[src/rtl/qsn_pkg.sv]
package qsn_pkg;
  localparam int CNT_W  = 3;          // holds address length (<=4) and dummy count (<=5)
  localparam int PEND_W = CNT_W + 1;  // holds address length + dummy count

  typedef enum logic [2:0] {
    PH_OPCODE = 3'd0,
    PH_ADDR   = 3'd1,
    PH_DUMMY  = 3'd2,
    PH_DATA   = 3'd3,
    PH_PASS   = 3'd4
  } phase_e;

  typedef enum logic [1:0] {
    WID_KEEP = 2'd0,
    WID_NOW  = 2'd1,
    WID_LATE = 2'd2
  } widen_e;

  typedef struct packed {
    logic             known;
    logic [CNT_W-1:0] addr_len;
    logic [CNT_W-1:0] dummies;
    widen_e           widen;
    logic [2:0]       target;
  } cmd_info_t;
endpackage

[src/rtl/qsn_opcode_decode.sv]
module qsn_opcode_decode
  import qsn_pkg::*;
#(
  parameter int BYTE_W = 8
) (
  input  logic [BYTE_W-1:0] opcode,
  input  logic              ext_addr,
  output cmd_info_t         info
);
  localparam logic [CNT_W-1:0] LEN3 = CNT_W'(3);
  localparam logic [CNT_W-1:0] LEN4 = CNT_W'(4);

  always_comb begin
    info.known    = 1'b1;
    info.addr_len = ext_addr ? LEN4 : LEN3;
    info.dummies  = '0;
    info.widen    = WID_KEEP;
    info.target   = 3'd1;
    case (opcode)
      8'h03, 8'h02: ;
      8'h13, 8'h12: info.addr_len = LEN4;
      8'h0B: info.dummies = CNT_W'(1);
      8'h0C: begin info.dummies = CNT_W'(2); info.addr_len = LEN4; end
      8'h3B: begin info.dummies = CNT_W'(1); info.widen = WID_LATE; info.target = 3'd2; end
      8'h3C: begin info.dummies = CNT_W'(1); info.widen = WID_LATE; info.target = 3'd2;
                   info.addr_len = LEN4; end
      8'h6B: begin info.dummies = CNT_W'(1); info.widen = WID_LATE; info.target = 3'd4; end
      8'h6C: begin info.dummies = CNT_W'(1); info.widen = WID_LATE; info.target = 3'd4;
                   info.addr_len = LEN4; end
      8'hA2: begin info.widen = WID_LATE; info.target = 3'd2; end
      8'h32: begin info.widen = WID_LATE; info.target = 3'd4; end
      8'h34: begin info.widen = WID_LATE; info.target = 3'd4; info.addr_len = LEN4; end
      8'hBB: begin info.dummies = CNT_W'(2); info.widen = WID_NOW; info.target = 3'd2; end
      8'hBC: begin info.dummies = CNT_W'(2); info.widen = WID_NOW; info.target = 3'd2;
                   info.addr_len = LEN4; end
      8'hEB: begin info.dummies = CNT_W'(5); info.widen = WID_NOW; info.target = 3'd4; end
      8'hEC: begin info.dummies = CNT_W'(5); info.widen = WID_NOW; info.target = 3'd4;
                   info.addr_len = LEN4; end
      default: info.known = 1'b0;
    endcase
  end
endmodule

[src/rtl/qsn_phase_seq.sv]
module qsn_phase_seq
  import qsn_pkg::*;
(
  input  logic      clk,
  input  logic      rst_n,
  input  logic      clear,
  input  logic      step,
  input  cmd_info_t info,
  output phase_e    phase
);
  localparam logic [CNT_W-1:0] ONE = CNT_W'(1);

  logic [CNT_W-1:0] left;     // bytes remaining in current counted phase
  logic [CNT_W-1:0] dum_hold; // dummy count latched at the opcode

  always_ff @(posedge clk or negedge rst_n) begin
    if (!rst_n) begin
      phase    <= PH_OPCODE;
      left     <= '0;
      dum_hold <= '0;
    end else if (clear) begin
      phase    <= PH_OPCODE;
      left     <= '0;
      dum_hold <= '0;
    end else if (step) begin
      case (phase)
        PH_OPCODE: begin
          if (info.known) begin
            phase    <= PH_ADDR;
            left     <= info.addr_len;
            dum_hold <= info.dummies;
          end else begin
            phase <= PH_PASS;
          end
        end
        PH_ADDR: begin
          if (left == ONE) begin
            if (dum_hold == '0) begin
              phase <= PH_DATA;
            end else begin
              phase <= PH_DUMMY;
              left  <= dum_hold;
            end
          end else begin
            left <= left - ONE;
          end
        end
        PH_DUMMY: begin
          if (left == ONE) phase <= PH_DATA;
          else             left  <= left - ONE;
        end
        default: ;
      endcase
    end
  end
endmodule

[src/rtl/qsn_width_track.sv]
module qsn_width_track
  import qsn_pkg::*;
(
  input  logic              clk,
  input  logic              rst_n,
  input  logic              clear,
  input  logic              step,
  input  logic              load_now,
  input  logic              load_late,
  input  logic [2:0]        target,
  input  logic [PEND_W-1:0] late_cnt,
  output logic [2:0]        width
);
  localparam logic [PEND_W-1:0] ONE = PEND_W'(1);

  logic [PEND_W-1:0] pend;
  logic [2:0]        pend_w;

  always_ff @(posedge clk or negedge rst_n) begin
    if (!rst_n) begin
      width  <= 3'd1;
      pend   <= '0;
      pend_w <= 3'd1;
    end else if (clear) begin
      width  <= 3'd1;
      pend   <= '0;
      pend_w <= 3'd1;
    end else if (step) begin
      if (pend != '0) begin
        pend <= pend - ONE;
        if (pend == ONE) width <= pend_w;
      end
      if (load_now) width <= target;
      if (load_late) begin
        pend   <= late_cnt;
        pend_w <= target;
      end
    end
  end
endmodule

[src/rtl/qspi_cmd_snoop.sv]
module qspi_cmd_snoop
  import qsn_pkg::*;
#(
  parameter int BYTE_W = 8
) (
  input  logic              clk,
  input  logic              rst_n,
  input  logic              cs_active,
  input  logic              ext_addr,
  input  logic              in_valid,
  output logic              in_ready,
  input  logic [BYTE_W-1:0] in_byte,
  output logic [2:0]        phase,
  output logic [2:0]        link_width,
  output logic [3:0]        dummy_clks,
  output logic              stripe_mode
);
  cmd_info_t         info;
  phase_e            ph;
  logic              accept;
  logic              at_opcode;
  logic [PEND_W-1:0] late_cnt;
  logic [1:0]        wshift;

  assign in_ready  = 1'b1;
  assign accept    = in_valid & cs_active;
  assign at_opcode = (ph == PH_OPCODE);
  assign late_cnt  = {1'b0, info.addr_len} + {1'b0, info.dummies};

  qsn_opcode_decode #(.BYTE_W(BYTE_W)) u_dec (
    .opcode   (in_byte),
    .ext_addr (ext_addr),
    .info     (info)
  );

  qsn_phase_seq u_seq (
    .clk   (clk),
    .rst_n (rst_n),
    .clear (~cs_active),
    .step  (accept),
    .info  (info),
    .phase (ph)
  );

  qsn_width_track u_wid (
    .clk       (clk),
    .rst_n     (rst_n),
    .clear     (~cs_active),
    .step      (accept),
    .load_now  (at_opcode & info.known & (info.widen == WID_NOW)),
    .load_late (at_opcode & info.known & (info.widen == WID_LATE)),
    .target    (info.target),
    .late_cnt  (late_cnt),
    .width     (link_width)
  );

  assign wshift      = {link_width[2], link_width[1]};
  assign phase       = ph;
  assign stripe_mode = (ph == PH_DATA);
  assign dummy_clks  = (ph == PH_DUMMY) ? (4'd8 >> wshift) : 4'd0;
endmodule

[config.mk]
export PLATFORM = sky130hd
export DESIGN_NAME = qspi_cmd_snoop
export DESIGN_NICKNAME = d
export VERILOG_FILES = /design/src/rtl/qsn_pkg.sv /design/src/rtl/qsn_opcode_decode.sv /design/src/rtl/qsn_phase_seq.sv /design/src/rtl/qsn_width_track.sv /design/src/rtl/qspi_cmd_snoop.sv
export SDC_FILE = /design/constraint.sdc
export NUM_CORES = 1
export LEC_CHECK = 0
export CORE_MARGIN = 3
export CORE_UTILIZATION = 25
export CTS_CLUSTER_SIZE = 28
export DETAILED_ROUTE_END_ITERATION = 10
export SETUP_SLACK_MARGIN = 0.5
export SKIP_CTS_REPAIR_TIMING = 1
export SYNTH_ARGS = -nofsm -noshare
export SYNTH_HDL_FRONTEND = slang
export SYNTH_SLANG_ARGS = --single-unit
[constraint.sdc]
create_clock -name clk -period 4.6 [get_ports clk]
set_input_delay 0.92 -clock clk [delete_from_list [all_inputs] [get_ports clk]]
set_output_delay 0.92 -clock clk [all_outputs]
set_load 0.01 [all_outputs]
After elaboration in Yosys (flattened, before gate mapping)
Cells that the tools add are included.

storage, ports and cells
  memories kept = 0
  memory bits (read-only) = 0
  output and inout bits = 12
  memory bits (writable) = 0
  bits in latches = 0
  register bits after elaboration = 19

operators by class
  bitwise operators = 4
  eq/ne operators = 37
  reduce and logical (&&, ||, !) cells = 17
  shift operators = 1
  add/sub/neg operators = 3
  multiplexer cells = 36
  order comparisons = 0
  multiply operators = 0
  div/mod/pow operators = 0

operators with widths
  operator                                                               number
  3-bit two-way mux                                                      25
  8-bit equality test, second input constant                             5
  8-bit by 6-bit equality test with 1-bit output, second input constant  4
  3-bit case mux with 3 select lines                                     3
  4-bit two-way mux                                                      5
  5-bit case mux with 4 select lines                                     1
  17-bit OR reduction                                                    1
  8-bit by 2-bit equality test with 1-bit output, second input constant  2
  8-bit by 4-bit equality test with 1-bit output, second input constant  2
  8-bit by 5-bit equality test with 1-bit output, second input constant  2
  8-bit by 7-bit equality test with 1-bit output, second input constant  2
  3-bit by 1-bit != test with 1-bit output, second input constant        3
  2-bit by 1-bit != test with 1-bit output, second input constant        4
  8-bit OR reduction                                                     1
  3-bit by 1-bit equality test with 1-bit output, second input constant  2
  3-bit by 2-bit equality test with 1-bit output, second input constant  2
  3-bit zero test                                                        2
  3-bit by 2-bit != test with 1-bit output, second input constant        2
  3-bit != test, second input constant                                   2
  3-bit AND reduction                                                    2
  3-bit OR reduction                                                     2
  5-bit AND reduction                                                    1
  5-bit OR reduction                                                     1
  3-bit by 3-bit adder with 4-bit output                                 1
  other kinds (15)                                                       21

Logic depth before layout (Yosys ltp)
  depth after elaboration = 8
  depth in mapped cells = 9
  mapped depth without buffers = 8

By module
Synthesis repeated with hierarchy kept, for this count alone.

unflattened totals
  cell total of the unflattened synthesis = 227
  area, all modules = 1,906.8 um^2

modules (own cells, without submodules)
  module             seq. area each (um^2)  times used  cells an instance  area each (um^2)
  qsn_phase_seq      225.2                  1           73                 678.2
  qsn_width_track    252.7                  1           70                 641.9
  qsn_opcode_decode  0.0                    1           62                 399.1
  qspi_cmd_snoop     0.0                    1           22                 187.7

Worst setup path after synthesis
Ideal clock, no wire load.

  path type = input -> register
  start point = in in_byte[1]
  end point = reg u_wid.pend[2]
  data required time = 4.471 ns
  stages on the path = 9
  data arrival time = 2.954 ns
  path slack = 1.517 ns
  cell sequence = buf_4 -> or4bb_1 -> a221oi_1 -> nor3_1 -> ha_1 -> fa_1 -> xor2_1 -> mux2i_1 -> o22ai_1

on the way
  word-level cells in the longest chain between the ends = 8
  elaborated cells on any way between the ends = 38
  those cells by class = 1 x add/sub; 19 x eq/ne; 7 x mux; 2 x bitwise; 9 x reduce/logical

RTL lines
  item                                                                            line                   text
  start, declared                                                                 qspi_cmd_snoop.sv:12   input logic [BYTE_W-1:0] in_byte,
  branches (longest 8 deep; another with 3-bit by 3-bit adder with 4-bit output)  --
  end signal, assigned                                                            qsn_width_track.sv:30  pend <= pend - ONE;
  end signal, assigned                                                            qsn_width_track.sv:35  pend <= late_cnt;
  end, declared                                                                   qsn_width_track.sv:16  logic [PEND_W-1:0] pend;

Several ways; the timed one is not identified. The select of a mux whose other input is x is not followed.
A chain may end at the register's enable or synchronous reset.

Worst setup path after layout
  start point = in in_byte[5]
  end point = reg u_wid.pend[2]

The elaborated chain is that of the path after synthesis.

==> metrics.md <==
| Metric | Value |
|---|---|
| Status | `finished, final reports clean` |
| H-tree Lvls | `1` |
| Die area | `between 0.008 and 0.009 mm²` |
| Critical path arrival | `roughly 3.7 ns` |
| R2r setup slk | `~2.6 ns` |
| CTS Buffer Depth | `2` |
| Nets | `250` |
| Setup WS post-layout | `between 1 and 1.5 ns` |
| Area leader, netlist | `dfrtp_1` |
| Worst path slowest cell | `clkdlybuf4s50_1` |
| CP Launch Point | `in_byte[5]` |
| Post-Synthesis Cells | `212` |
| Global-route wire length before repair | `between 7000 and 8000 µm` |
| I/O pin total | `25` |
| Static leakage | `0.8495 nW` |
| Startpoint Class | `input port` |
| Final period util | `between 70% and 80%` |
| Top_reg_cell synth | `dfrtp_1` |
| WL final | `between 4000 and 5000 µm` |
| Number of port buffers | `23` |
| Ys Warns | `0` |
| Slew Viols, Final | `0` |
| Critical path data required time | `~4.7 ns` |
| Vias in the first global route | `1,569` |
| Via density | `roughly 5` |
| Adder-Cell Fraction of Synth Area | `~6.7%` |
| Min-delay src | `u_wid.pend_w[0]` |
| Synth Area in XOR/XNOR | `1.490%` |
| Die width | `roughly 90 µm` |
| Setup TNS | `0 ns` |
| CTS tree | `built` |
| Maximum VDD drop | `roughly 0.084 mV` |
| RSZ-0062 raised after global routing | `no` |
| Core box area | `0.006604 mm²` |
| Pwr Density | `between 200 and 250 mW/mm²` |
| Area contributors post-synth | `dfrtp_1 (24%), ha_1 (5.0%), nand2_1 (4.3%)` |
| Total Routing Usage GR | `a little over a tenth` |
| Fraction of layout cells with a size suffix above 1 | `approximately a tenth` |
| Crit Reg-Reg Endpoint | `u_seq.left[0]` |
| Design Power | `between 0.0004 and 0.0005 W` |
| Critical Path End Type | `flop` |
| MaxCap Viol Count | `0` |
| Sequential area share after synthesis | `between 20% and 30%` |
| Setup CP Type | `input port to flop` |
| Hold Vio Cnt, Final | `0` |
| Synth unique cells | `63` |
| # setup viols final | `0` |
| Final Instance Count excl. Fillers | `approximately 320` |
| Global route total overflow | `0` |
| Latest clock arrival within the worst-skew pair | `0.26 ns` |
| Largest net degree at the start of global routing | `30` |
| Relative slew slack | `41.54%` |
| Hold depth | `2` |
| Class of the worst hold path | `flop to flop` |
| Dpl ws | `0.7937 ns` |
| Tmin final | `around 3.5 ns` |
| Residual DRC | `0` |
| Final Skew | `about 0.0021 ns` |
| TritonCTS Buffers | `3` |
| Clock Root Buffer | `clkbuf_8` |
| DR WL/cell | `~13 µm` |
| Post-DP HPWL | `approximately 3100 µm` |
| Least-Margin Pin Slew | `0.8742 ns` |
| Mux contribution to synthesized area | `under 10%` |
| Combinational family with the most area after synthesis | `simple AND/OR/NAND/NOR gates` |
| Most frequent cell after synthesis | `nand2_1` |
| CP max stage delay | `between 0.6 and 0.7 ns` |
| Chip height | `~90 µm` |
| CP max FO | `14` |
| Syn Nets | `233` |
| Synthesized cell area | `0.001763 mm²` |
| Synth top area share | `around a quarter` |
| Worst hold endpoint | `u_wid.pend_w[0]` |
| Top cells by count, synth | `nand2_1 (20), dfrtp_1 (17), nor2_1 (16), inv_1 (12)` |
| FMAX | `0.2823 GHz` |
| Layout overhead on the synthesized area | `19.23%` |
| RD Place Congestion | `about 0.8` |
| Worst-path cell chain | `clkdlybuf4s50_1 > or3b_1 > a2111oi_2 > nor3_1 > ha_1 > fa_1 > xor2_1 > mux2i_1 > o22ai_1` |
| Initial core utilization | `about a quarter` |
| Reg clk slew, reported paths | `0.07 ns` |
| Initial antenna violation count | `0` |
| Clock sink count | `19` |
| 1st-pass router iterations | `4` |
| Yosys reg bits | `19` |
| Routed Antenna Nets | `0` |
| Diodes inserted | `0` |
| Reg2reg path depth | `6` |
| Rows | `29` |
| Initial DRC Count | `132` |
| RR Startpoint | `u_seq.phase[1]` |
| Avg Cell Area, Syn | `8.316 µm²` |
| Post-synth EDFFs | `0` |
| Vias | `approximately 1,600` |
| Min Hold Slack | `0.4953 ns` |
| Simple-gate share of the synthesized area | `approximately 30%` |
| DP Cell Count | `317` |
| Synth async-reset ratio | `100.0%` |
| Synth Area in Compound Gates | `24.77%` |
==> per-stage QoR <==
stage | utilization, % | area [µm²]
6_report | 31.83 | 2102
5_1_grt | 31.83 | 2102
4_1_cts | 31.83 | 2102
3_5_place_dp | 31.15 | 2057
3_3_place_gp | 31.15 | 2057
2_1_floorplan | - | 1763
==> report_power, final <==
group	internal [W]	total [W]	switching, W
registers	0.000181	0.000200	0.0000191
logic	0.0000672	0.000149	0.0000822
clock network	0.0000616	0.000119	0.0000573
==> metal layers <==
layer	vias to the layer above	wire length (µm)	GRT usage, %
met4	0	52	3.571
met2	51	1847	16.98
li1	806	-	-
met1	744	2003	14.81
met3	4	229	1.252
met5	-	0	0
==> worst max-delay path, delay by kind of cell <==
kind,cells,cell delay (ns)
AO/OA/AOI/OAI,2,0.54
adder cells (fa/ha/maj),2,0.64
XOR/XNOR,1,0.16
buffers and inverters,1,0.62
multiplexers,1,0.13
AND/OR/NAND/NOR,2,0.66
==> layout by cell type, fill, tap and decap left out, drive strengths merged, types with 2 or more instances in the layout <==
cell / Yosys / final
or3b: 3 / 3
nand2b: 10 / 10
xor2: 2 / 2
a21o: 3 / 3
o2111ai: 2 / 2
nor3: 8 / 8
clkdlybuf4s50: 0 / 23
a21oi: 11 / 11
nand2: 21 / 21
a31oi: 2 / 2
nor4: 2 / 2
ha: 7 / 7
inv: 12 / 12
clkbuf: 9 / 4
o221ai: 2 / 2
nor2: 16 / 16
a21boi: 3 / 3
o311ai: 2 / 2
nor2b: 3 / 3
o31ai: 2 / 2
dfrtp: 17 / 17
o22a: 2 / 2
nand3: 11 / 11
nor3b: 2 / 2
mux2i: 4 / 4
nand3b: 4 / 4
a221oi: 2 / 2
dfstp: 2 / 2
o21ai: 12 / 12
o211ai: 3 / 3
mux2: 2 / 2
o22ai: 2 / 2
nand4: 5 / 5
==> sequential cells by signal (all words and copies together) (netlist names) <==
name            count
u_seq.phase         3
u_seq.dum_hold      3
u_wid.width         3
u_wid.pend          4
u_wid.pend_w        3
u_seq.left          3
==> area by class of cell <==
cell class,count,area [µm²]
multi-input cells,169,1180
flip-flops and latches,19,478.0
clock buffers,4,45.04
well taps,93,116.4
fillers,718,4502
inverters,12,45.04
repair buffers,24,237.7
==> cells by family after synthesis <==
kind of cell	count (synthesis)
AO/OA/AOI/OAI	56
adder cells (fa/ha/maj)	9
other	1
flip-flops	19
XOR/XNOR	3
AND/OR/NAND/NOR	94
multiplexers	6
buffers and inverters	24
==> worst max-delay path by stage <==
stage               slack (ns)             to
floorplan                 1.52  u_wid.pend[2]
global placement          0.87  u_wid.pend[2]
detailed placement        0.79  u_wid.pend[2]
CTS                       1.06  u_wid.pend[2]
global route              0.85  u_wid.pend[2]
finish                    1.06  u_wid.pend[2]
(Power assumes the default switching activity.)
